--- src/rtl/decode_bypass_pkg.sv ---
package decode_bypass_pkg;
   // forwarding sources in priority order, youngest first
   typedef enum logic [1:0] {
      SRC_EX  = 2'd0,
      SRC_MEM = 2'd1,
      SRC_WB  = 2'd2,
      SRC_RF  = 2'd3
   } fwd_src_e;

   localparam int unsigned NUM_PRODUCERS = 3;
   localparam int unsigned NUM_OPERANDS  = 2;
endpackage

--- src/rtl/dbp_hit_detect.sv ---
// Decides whether one producing stage can feed one decode source.
module dbp_hit_detect #(
   parameter int unsigned AW = 5
) (
   input  logic          src_use,
   input  logic [AW-1:0] src_idx,
   input  logic          prod_valid,
   input  logic          prod_wen,
   input  logic [AW-1:0] prod_dest,
   output logic          hit
);
   logic src_live;
   logic prod_live;

   assign src_live  = src_use && (src_idx != '0);
   assign prod_live = prod_valid && prod_wen;
   assign hit       = src_live && prod_live && (src_idx == prod_dest);

   always_comb begin
      // register zero must never produce a hit
      p_zero_never_hits_r5: assert (!(hit && src_idx == '0));
      // a non-writing or empty stage must never produce a hit
      p_dead_stage_no_hit_r6: assert (!(hit && !(prod_valid && prod_wen)));
   end
endmodule

--- src/rtl/dbp_prio_sel.sv ---
// Four-way priority selector: execute > memory > writeback > register file.
module dbp_prio_sel
   import decode_bypass_pkg::*;
#(
   parameter int unsigned XLEN       = 32,
   parameter bit          ONEHOT_MUX = 1'b1
) (
   input  logic [NUM_PRODUCERS-1:0] hits,
   input  logic [XLEN-1:0]          ex_val,
   input  logic [XLEN-1:0]          mem_val,
   input  logic [XLEN-1:0]          wb_val,
   input  logic [XLEN-1:0]          rf_val,
   output logic [XLEN-1:0]          dout,
   output fwd_src_e                 src
);
   localparam int unsigned NUM_INPUTS = NUM_PRODUCERS + 1;

   logic [NUM_INPUTS-1:0] grant;

   always_comb begin
      grant = '0;
      if (hits[SRC_EX])       grant[SRC_EX]  = 1'b1;
      else if (hits[SRC_MEM]) grant[SRC_MEM] = 1'b1;
      else if (hits[SRC_WB])  grant[SRC_WB]  = 1'b1;
      else                    grant[SRC_RF]  = 1'b1;
   end

   always_comb begin
      unique case (1'b1)
         grant[SRC_EX]:  src = SRC_EX;
         grant[SRC_MEM]: src = SRC_MEM;
         grant[SRC_WB]:  src = SRC_WB;
         default:        src = SRC_RF;
      endcase
   end

   generate
      if (ONEHOT_MUX) begin : g_andor
         // flat AND-OR of grant-qualified inputs: one gate level after grant
         always_comb begin
            dout = ({XLEN{grant[SRC_EX]}}  & ex_val)
                 | ({XLEN{grant[SRC_MEM]}} & mem_val)
                 | ({XLEN{grant[SRC_WB]}}  & wb_val)
                 | ({XLEN{grant[SRC_RF]}}  & rf_val);
         end
      end else begin : g_chain
         // cascaded 2:1 stages, register file at the tail
         logic [XLEN-1:0] after_wb;
         logic [XLEN-1:0] after_mem;
         assign after_wb  = hits[SRC_WB]  ? wb_val  : rf_val;
         assign after_mem = hits[SRC_MEM] ? mem_val : after_wb;
         assign dout      = hits[SRC_EX]  ? ex_val  : after_mem;
      end
   endgenerate

   always_comb begin
      // exactly one source is granted
      p_grant_onehot_r2: assert ($onehot(grant));
      // with no hit, the register-file value must come out
      p_nohit_passthru_r1: assert (hits != '0 || dout == rf_val);
   end
endmodule

--- src/rtl/dbp_interlock.sv ---
// Load-use interlock and branch-stall generation.
module dbp_interlock
   import decode_bypass_pkg::*;
(
   input  logic [NUM_OPERANDS-1:0] ex_hit,
   input  logic                    ex_is_load,
   input  logic                    id_is_branch,
   output logic                    ready_go,
   output logic                    br_stall
);
   logic load_use;

   assign load_use = ex_is_load && (|ex_hit);
   assign ready_go = !load_use;
   assign br_stall = load_use && id_is_branch;

   always_comb begin
      // a stall needs a load in execute feeding a source
      p_stall_needs_load_r8: assert (ready_go || (ex_is_load && ex_hit != '0));
      // branch stall only on a stalled branch
      p_brstall_on_branch_r9: assert (!br_stall || (id_is_branch && !ready_go));
   end
endmodule

--- src/rtl/decode_bypass.sv ---
module decode_bypass
   import decode_bypass_pkg::*;
#(
   parameter int unsigned XLEN       = 32,
   parameter int unsigned AW         = 5,
   parameter bit          ONEHOT_MUX = 1'b1
) (
   input  logic [AW-1:0]   rs1_idx,
   input  logic            rs1_use,
   input  logic [AW-1:0]   rs2_idx,
   input  logic            rs2_use,
   input  logic [XLEN-1:0] rf_rdata1,
   input  logic [XLEN-1:0] rf_rdata2,
   input  logic            id_is_branch,
   input  logic            ex_valid,
   input  logic            ex_wen,
   input  logic            ex_is_load,
   input  logic [AW-1:0]   ex_dest,
   input  logic [XLEN-1:0] ex_result,
   input  logic            mem_valid,
   input  logic            mem_wen,
   input  logic [AW-1:0]   mem_dest,
   input  logic [XLEN-1:0] mem_result,
   input  logic            wb_valid,
   input  logic            wb_wen,
   input  logic [AW-1:0]   wb_dest,
   input  logic [XLEN-1:0] wb_result,
   output logic [XLEN-1:0] opnd1,
   output logic [XLEN-1:0] opnd2,
   output logic            id_ready_go,
   output logic            br_stall
);
   generate
      if (XLEN < 1) begin : g_bad_xlen
         $error("decode_bypass: XLEN must be at least 1");
      end
      if (AW < 1 || AW > 8) begin : g_bad_aw
         $error("decode_bypass: AW must lie in 1..8");
      end
   endgenerate

   logic [AW-1:0]   src_idx [NUM_OPERANDS];
   logic            src_use [NUM_OPERANDS];
   logic [XLEN-1:0] rf_val  [NUM_OPERANDS];
   logic [XLEN-1:0] opnd    [NUM_OPERANDS];
   fwd_src_e        opnd_src[NUM_OPERANDS];

   logic            p_valid [NUM_PRODUCERS];
   logic            p_wen   [NUM_PRODUCERS];
   logic [AW-1:0]   p_dest  [NUM_PRODUCERS];

   logic [NUM_PRODUCERS-1:0] hits [NUM_OPERANDS];
   logic [NUM_OPERANDS-1:0]  ex_hit;

   assign src_idx[0] = rs1_idx;   assign src_use[0] = rs1_use;   assign rf_val[0] = rf_rdata1;
   assign src_idx[1] = rs2_idx;   assign src_use[1] = rs2_use;   assign rf_val[1] = rf_rdata2;

   assign p_valid[SRC_EX]  = ex_valid;  assign p_wen[SRC_EX]  = ex_wen;  assign p_dest[SRC_EX]  = ex_dest;
   assign p_valid[SRC_MEM] = mem_valid; assign p_wen[SRC_MEM] = mem_wen; assign p_dest[SRC_MEM] = mem_dest;
   assign p_valid[SRC_WB]  = wb_valid;  assign p_wen[SRC_WB]  = wb_wen;  assign p_dest[SRC_WB]  = wb_dest;

   for (genvar s = 0; s < NUM_OPERANDS; s++) begin : g_opnd
      for (genvar p = 0; p < NUM_PRODUCERS; p++) begin : g_prod
         dbp_hit_detect #(.AW(AW)) u_hit (
            .src_use   (src_use[s]),
            .src_idx   (src_idx[s]),
            .prod_valid(p_valid[p]),
            .prod_wen  (p_wen[p]),
            .prod_dest (p_dest[p]),
            .hit       (hits[s][p])
         );
      end

      dbp_prio_sel #(.XLEN(XLEN), .ONEHOT_MUX(ONEHOT_MUX)) u_sel (
         .hits   (hits[s]),
         .ex_val (ex_result),
         .mem_val(mem_result),
         .wb_val (wb_result),
         .rf_val (rf_val[s]),
         .dout   (opnd[s]),
         .src    (opnd_src[s])
      );

      assign ex_hit[s] = hits[s][SRC_EX];

      always_comb begin
         // an unused source always resolves to the register file
         p_unused_from_rf_r7: assert (src_use[s] || opnd_src[s] == SRC_RF);
      end
   end

   assign opnd1 = opnd[0];
   assign opnd2 = opnd[1];

   dbp_interlock u_lock (
      .ex_hit      (ex_hit),
      .ex_is_load  (ex_is_load),
      .id_is_branch(id_is_branch),
      .ready_go    (id_ready_go),
      .br_stall    (br_stall)
   );
endmodule

--- config.mk ---
export PLATFORM = sky130hd
export DESIGN_NAME = decode_bypass
export DESIGN_NICKNAME = d
export VERILOG_FILES = /design/src/rtl/decode_bypass_pkg.sv /design/src/rtl/dbp_hit_detect.sv /design/src/rtl/dbp_prio_sel.sv /design/src/rtl/dbp_interlock.sv /design/src/rtl/decode_bypass.sv
export SDC_FILE = /design/constraint.sdc
export NUM_CORES = 1
export LEC_CHECK = 0
export CAP_MARGIN = 30
export CORE_AREA = 5 5 98 100
export DETAILED_ROUTE_END_ITERATION = 10
export DIE_AREA = 0 0 103 105
export GPL_TIMING_DRIVEN = 0
export PLACE_DENSITY = 0.82
export REMOVE_ABC_BUFFERS = 1
export SYNTH_ARGS = -nofsm -noshare
export SYNTH_HDL_FRONTEND = slang
export SYNTH_HIERARCHICAL = 1
export SYNTH_SLANG_ARGS = --single-unit
--- constraint.sdc ---
create_clock -name vclk -period 2.8
set_input_delay 0.42 -clock vclk [all_inputs]
set_output_delay 0.42 -clock vclk [all_outputs]
set_load 0.01 [all_outputs]
==> qor.yml <==
min_to: "id_ready_go"
dieArea_um2: 10800
ant_nets: 0
p_per_area_nw_per_um2: 111
outcome: "finished clean"
met1_length_um: 5450
drv_cap: 0
hold_depth: 3
worstPathArrival_ps: 2370
hold_ws_ps: 1490
setup_tns_ps: 0
max_freq_mhz: 359
fin_nets: 779
grt_pass1_wl_um: 22300
drt-vias-per-instance: 5.71
period_needed_ps: 2790
die_w_um: 103
io_pins: 261
postCtsHoldBufs: 0
worst_ep_required_time_ps: 2380
stdcell_area_um2: 5270
synthCells: 296
drt_wl_total_um: 15000
syn_area_um2: 1980
postPlaceCellArea_um2: 4810
firstDrtPassIters: 5
wire_per_inst_um: 21.7
finalMaxSlewViolations: 0
drive_gt1_frac: 0.302
grt_pass1_vias: 4191
vias: 3938
rsz0062_at_grt: "yes"
timing.slew.headroom: 0.711
criticalPathCategory: "in -> out"
maxUsedRoutingLayer: "met4"
fp.dieH_um: 105
syn_to_final_growth_pct: 166
grt_usage: 0.252
grt_max_degree: 27
start_util: 0.231
multi_input_area_um2: 2150
critPathLaunchType: "input pin"
insertedDiodeCount: 0
startpoint: "wb_dest[1]"
p_total_mw: 0.583
routabilityCongestion: 0.913
setup_viol: 0
seq_cells: 0
overflow: 0
drc: 0
hp-class: "in -> out"
period_share: 0.995
crit_path_max_fanout: 6
drt-initial-drc-count: 234
finish.utilization: 0.614
avgSynthCellArea_um2: 6.70
vdd_ir_drop_max_mv: 0.0681
power.leakage_nw: 2.08
rows: 34
dp_hpwl_um: 10800
coreArea_um2: 8590
pre_cts_ws_ps: -1490
cp-end-kind: "output pin"
post_layout_nonfiller_instances: 690
placed_cells: 643
yosysWarnings: 6
dr_wl_met2_um: 7920
antenna_found_initial: 0
tightest_slew_ps: 429
min-delay-start: "ex_is_load"
fill_cells: 775
route.met3.wl_um: 1120
setup_ws_ps: 13.6
seqCellArea_um2: 0
nClkBuffers: 0
io_buffers: 261
hold_viol: 0
[cell type report]
class / count / area share
timing repair buffer: 319 / 0.567
multi-input combinational: 263 / 0.408
tap: 108 / 0.0256
[worst max-delay path, cell delays in order]
cell and delay [ps]:
dlygate4sd2_1 280, xnor2_1 200, nand3_1 160, a211oi_4 300, buf_4 180, nor2b_4 170
buf_4 170, a22oi_1 70, o21ai_1 150, clkdlybuf4s15_1 270
[cells in the final DEF, fill, tap and decap left out, types with 4 or more instances in the layout]
cell and n:
buf_4 29, dlymetal6s2s_1 6, buf_8 8, buf_12 8
o41ai_4 5, a22oi_2 21, clkdlybuf4s50_1 163, a22oi_1 107
o21ai_1 64, a211oi_4 6, nand2_1 6, buf_2 34
nand4_1 6, xnor2_1 24, nor2_2 5, nand3_1 6
dlygate4sd2_1 17, buf_6 8, clkbuf_2 35, clkdlybuf4s15_1 4
[worst max path at each step]
stage / to / cells after the start
after floorplan: opnd1[0] / 6
after global placement: opnd1[13] / 8
after detailed placement: opnd1[24] / 8
after CTS: opnd1[27] / 11
after global routing: opnd2[31] / 10
final: opnd2[31] / 10
[per-layer routing]
metal  vias up  GRT usage
met2       194      0.466
met5         -          0
li1       1802          -
met4         0     0.0685
met3        44     0.0353
met1      1898      0.295
[report_power, final]
| part | switching, mW | total [mW] | internal (mW) |
|---|---|---|---|
| Combinational | 0.238 | 0.583 | 0.346 |
| Sequential | 0 | 0 | 0 |
| Clock | 0 | 0 | 0 |
| Total | 0.238 | 0.583 | 0.346 |
[repair_timing]
item / CTS / global route
gates resized for setup: 246 / 104
cloned: 4 / 0
pin swaps: 27 / 12
buffers inserted: 40 / 3
setup endpoints to repair: 66 / 64
No activity file was read; power rests on OpenSTA's default activity.
